### config.mk
export PLATFORM = sky130hd
export DESIGN_NAME = hwy_farm_signal_ctrl
export DESIGN_NICKNAME = d
export VERILOG_FILES = /design/src/rtl/sig_ctrl_pkg.sv /design/src/rtl/sig_interval_timer.sv /design/src/rtl/sig_phase_fsm.sv /design/src/rtl/sig_lamp_decode.sv /design/src/rtl/hwy_farm_signal_ctrl.sv
export SDC_FILE = /design/constraint.sdc
export NUM_CORES = 1
export LEC_CHECK = 0
export ABC_AREA = 1
export BUFFER_PORTS_ARGS = -buffer_cell sky130_fd_sc_hd__buf_2
export CORE_AREA = 2 2 39 41
export CTS_CLUSTER_SIZE = 14
export DETAILED_ROUTE_END_ITERATION = 10
export DIE_AREA = 0 0 41 43
export PLACE_DENSITY_LB_ADDON = 0.2
export SKIP_CTS_REPAIR_TIMING = 1
export SLEW_MARGIN = 5
export SYNTH_ARGS = -nofsm -noshare
export SYNTH_HDL_FRONTEND = slang
export SYNTH_SLANG_ARGS = --single-unit
### constraint.sdc
create_clock -name clk -period 1.4 [get_ports clk]
set_input_delay 0.07 -clock clk [delete_from_list [all_inputs] [get_ports clk]]
set_output_delay 0.07 -clock clk [all_outputs]
set_load 0.01 [all_outputs]
### src/rtl/sig_ctrl_pkg.sv
package sig_ctrl_pkg;

    typedef enum logic [1:0] {
        PH_HWY_GO    = 2'd0,
        PH_HWY_WARN  = 2'd1,
        PH_FARM_GO   = 2'd2,
        PH_FARM_WARN = 2'd3
    } phase_t;

    typedef struct packed {
        logic green;
        logic amber;
        logic red;
    } lamp_set_t;

endpackage

### src/rtl/sig_interval_timer.sv
module sig_interval_timer #(
    parameter int SHORT_CYC = 3,
    parameter int LONG_CYC  = 8,
    localparam int CNT_W    = $clog2(LONG_CYC + 1)
) (
    input  logic             clk,
    input  logic             rst,
    input  logic             restart,
    output logic             short_done,
    output logic             long_done,
    output logic [CNT_W-1:0] count
);
    localparam logic [CNT_W-1:0] SHORT_LIM = CNT_W'(SHORT_CYC);
    localparam logic [CNT_W-1:0] LONG_LIM  = CNT_W'(LONG_CYC);

    logic [CNT_W-1:0] cnt_q;

    // Count up from zero after each restart and saturate at the long limit.
    always_ff @(posedge clk) begin
        if (rst || restart) begin
            cnt_q <= '0;
        end else if (cnt_q != LONG_LIM) begin
            cnt_q <= cnt_q + 1'b1;
        end
    end

    assign short_done = (cnt_q >= SHORT_LIM);
    assign long_done  = (cnt_q == LONG_LIM);
    assign count      = cnt_q;

endmodule

### src/rtl/sig_phase_fsm.sv
module sig_phase_fsm
    import sig_ctrl_pkg::*;
(
    input  logic   clk,
    input  logic   rst,
    input  logic   car_present,
    input  logic   short_done,
    input  logic   long_done,
    output phase_t phase,
    output logic   restart
);
    phase_t phase_q;
    phase_t phase_d;

    // State register
    always_ff @(posedge clk) begin
        if (rst) begin
            phase_q <= PH_HWY_GO;
        end else begin
            phase_q <= phase_d;
        end
    end

    // Transition decisions
    always_comb begin
        phase_d = phase_q;
        unique case (phase_q)
            PH_HWY_GO:    if (long_done && car_present)    phase_d = PH_HWY_WARN;
            PH_HWY_WARN:  if (short_done)                  phase_d = PH_FARM_GO;
            PH_FARM_GO:   if (long_done || !car_present)   phase_d = PH_FARM_WARN;
            PH_FARM_WARN: if (short_done)                  phase_d = PH_HWY_GO;
            default:                                       phase_d = PH_HWY_GO;
        endcase
    end

    // One-cycle pulse on every taken transition
    assign restart = (phase_d != phase_q);
    assign phase   = phase_q;

endmodule

### src/rtl/sig_lamp_decode.sv
module sig_lamp_decode
    import sig_ctrl_pkg::*;
(
    input  phase_t    phase,
    output lamp_set_t hwy,
    output lamp_set_t farm
);
    always_comb begin
        hwy  = '{green: 1'b0, amber: 1'b0, red: 1'b1};
        farm = '{green: 1'b0, amber: 1'b0, red: 1'b1};
        unique case (phase)
            PH_HWY_GO:    hwy  = '{green: 1'b1, amber: 1'b0, red: 1'b0};
            PH_HWY_WARN:  hwy  = '{green: 1'b0, amber: 1'b1, red: 1'b0};
            PH_FARM_GO:   farm = '{green: 1'b1, amber: 1'b0, red: 1'b0};
            PH_FARM_WARN: farm = '{green: 1'b0, amber: 1'b1, red: 1'b0};
            default: begin
                hwy  = '{green: 1'b0, amber: 1'b0, red: 1'b1};
                farm = '{green: 1'b0, amber: 1'b0, red: 1'b1};
            end
        endcase
    end

endmodule

### src/rtl/hwy_farm_signal_ctrl.sv
module hwy_farm_signal_ctrl
    import sig_ctrl_pkg::*;
#(
    parameter int SHORT_CYC = 3,
    parameter int LONG_CYC  = 8
) (
    input  logic clk,
    input  logic rst,
    input  logic car_present,
    output logic hwy_green,
    output logic hwy_amber,
    output logic hwy_red,
    output logic farm_green,
    output logic farm_amber,
    output logic farm_red
);
    localparam int CNT_W = $clog2(LONG_CYC + 1);

    logic             restart;
    logic             short_done;
    logic             long_done;
    logic [CNT_W-1:0] tmr_count;
    phase_t           phase;
    lamp_set_t        hwy_lamps;
    lamp_set_t        farm_lamps;

    sig_interval_timer #(
        .SHORT_CYC (SHORT_CYC),
        .LONG_CYC  (LONG_CYC)
    ) u_timer (
        .clk        (clk),
        .rst        (rst),
        .restart    (restart),
        .short_done (short_done),
        .long_done  (long_done),
        .count      (tmr_count)
    );

    sig_phase_fsm u_fsm (
        .clk         (clk),
        .rst         (rst),
        .car_present (car_present),
        .short_done  (short_done),
        .long_done   (long_done),
        .phase       (phase),
        .restart     (restart)
    );

    sig_lamp_decode u_lamps (
        .phase (phase),
        .hwy   (hwy_lamps),
        .farm  (farm_lamps)
    );

    assign hwy_green  = hwy_lamps.green;
    assign hwy_amber  = hwy_lamps.amber;
    assign hwy_red    = hwy_lamps.red;
    assign farm_green = farm_lamps.green;
    assign farm_amber = farm_lamps.amber;
    assign farm_red   = farm_lamps.red;

endmodule

==> flow_metrics.tcl <==
set metrics [dict create \
    worstSetupEndpointType "flip-flop" \
    dr.pass1.iters 3 \
    drv_slew 0 \
    cts_num_sinks 6 \
    critPathLaunchType "flip-flop" \
    ys.flop_type "dfxtp_1" \
    worstPathArrival_ns 1.44 \
    cap_violations 0 \
    fill_cells 161 \
    synth.distinct_cells 15 \
    core-area_sq_mm 0.001384 \
    rr_startpoint "u_timer.count[0]" \
    drt-total-wl_microns 638 \
    die_x_microns 41 \
    rrSetupSlack_ns 0.13 \
    ctsLongestPathBuffers 2 \
    area_growth_pct 22.74 \
    syn-num-nets 55 \
    reg2reg_to "u_timer.count[2]" \
    seq_area_sq_um 120.1 \
    antenna_found_initial 0 \
    die_area_sq_mm 0.001763 \
    ff2ff_path_depth 9 \
    ys_seq_area_share_pct 34.66 \
    yosysMostFrequentCell "inv_1" \
    setup_ws_ns 0.1339 \
    rsz0062_at_grt "no" \
    max_clock_freq_mhz 789.9 \
    ios 9 \
    instances_no_fill 76 \
    synth_top_area_cell "dfxtp_1" \
    via_count 321 \
    cts_tree "done" \
    synth-seq-cells 6 \
    critPathCapture "u_timer.count[2]" \
    yosys-top-cells-area "dfxtp_1 (35%), inv_1 (9.7%), nor2_1 (8.7%), nand2_1 (7.6%), ha_1 (7.2%)" \
    num-nets-final 67 \
    vias_per_cell 4.224 \
    overflow 0 \
    worstMarginPinSlew_ns 0.1861 \
    slew_headroom_pct 87.52 \
    required_ns 1.58 \
    period_share_pct 90.43 \
    numCtsBuffers 3 \
    crit_path_start "u_timer.count[0]" \
    dp_slack_ns 0.1089 \
    dieHeight_microns 43 \
    drive_above_1_share_pct 28.33 \
    portBuffers 8 \
    initial_core_util_pct 25.05 \
    async_flop_share_pct 0 \
    synth_common_cells "inv_1 (9), nor2_1 (8), nand2_1 (7)" \
    drcViolationCount 0 \
    ys_warn_count 0 \
    grt_util_all_layers_pct 9.246 \
    syn_area_sq_um 346.6 \
    insertion_delay_ns 0.24 \
    routabilityCongestion 0.6457 \
    rows 14 \
    whs_path_depth 2 \
    fin_setup_tns_ns 0 \
    final_cell_area_sq_um 425.4 \
    status "completed" \
    syn_avg_cell_area_sq_um 6.932 \
    critPathKind "flip-flop to flip-flop" \
    initialDrtViolationCount 6 \
    root_buffer "clkbuf_4" \
    skew_ns 0.003039 \
    grt_max_degree 6 \
    dp_hpwl_microns 501.2 \
    clkTransAtPathRegs_ns 0.05 \
    period_minus_slack_ns 1.266 \
    min_path_type "primary input to flip-flop" \
    syn_inst 50 \
    yosysTopAreaCellShare_pct 34.66 \
    setup_violations 0 \
    fin_util_pct 30.74 \
    multi_input_area_sq_um 177.7 \
    ant_nets 0 \
    vdd_ir_drop_max_v 0.0005588 \
    grt_pass1_wl_microns 993 \
    diodes 0 \
    synth_edf_count 0 \
    hold_viol 0 \
    wire_per_inst_microns 8.395 \
    grt_pass1_vias 265 \
    place_inst 73 \
    htree_num_levels 1 \
    p_per_area_mw_per_mm2 921.8 \
    postPlaceCellArea_sq_um 402.9 \
    worstPathMaxFanout 5 \
    leakage_nw 0.2282 \
]
-- critical path, cell delays in order, from the launching register on --
cell,delay [ns]
dfxtp_1,0.37
inv_1,0.06
ha_1,0.22
nand3_4,0.12
nand2_1,0.06
nand2_1,0.07
nand3_1,0.07
nand2_1,0.07
nand2_2,0.08
nor2_1,0.09
-- how the worst min path moves through the flow --
stage,endpoint,start,slack (ns)
after detailed placement,u_fsm.phase[0],rst,0.27
after global placement,u_fsm.phase[0],rst,0.27
after floorplan,u_fsm.phase[0],rst,0.14
after CTS,u_fsm.phase[0],rst,0.004
final,u_fsm.phase[0],rst,0.01
after global routing,u_fsm.phase[0],rst,0.01
-- layer usage --
layer | share of wire, % | up-vias | global-route usage (%)
li1 | - | 174 | -
met1 | 47 | 137 | 8.710
met2 | 44 | 8 | 12.81
met3 | 8.3 | 2 | 9.424
met4 | 1.3 | 0 | 4.000
met5 | 0 | - | 0
-- stage by stage --
stage               hold slack (ns)  power (mW)
finish                      0.01357      0.3921
global route                0.01462      0.4269
CTS                        0.003799      0.4055
detailed placement           0.2654      0.2395
global placement             0.2744      0.2393
floorplan                    0.1394      0.2278
-- cell type report --
cell class              count  area share [%]
well taps                  16           4.706
multi-input cells          31           41.76
inverters                  12           10.59
clock buffers               3           5.294
flip-flops and latches      6           28.24
repair buffers              8           9.412
-- registers in the layout, indices dropped and copies added, names as in the netlist --
signal,flops
u_fsm.phase,2
u_timer.count,4
-- report_power, final --
group	switching [mW]	leakage, nW	internal (mW)
logic	0.0277	0.165	0.0196
registers	0.00815	0.0490	0.180
clock network	0.0596	0.0138	0.0968
total	0.0955	0.228	0.297
-- cells in the final DEF (no fill, tap or decap), drive strengths merged --
master	instances
nor2	8
a211oi	1
xor2	2
dfxtp	6
inv	12
nand2	9
buf	8
nand3	4
a21oi	2
ha	2
o21ai	2
clkbuf	3
a31oi	1
-- kinds of logic (layout without fill, tap and decap cells) --
| group | Yosys count | count (layout) | synth area share (%) |
|---|---|---|---|
| AOI/OAI and AO/OA | 6 | 6 | 9.749 |
| xor gates and xnor gates | 2 | 2 | 5.055 |
| adders and majority gates | 2 | 2 | 7.219 |
| buffers and inverters | 13 | 23 | 14.08 |
| DFF | 6 | 6 | 34.66 |
| and+or+nand+nor | 21 | 21 | 29.24 |
(Power assumes the default switching activity.)
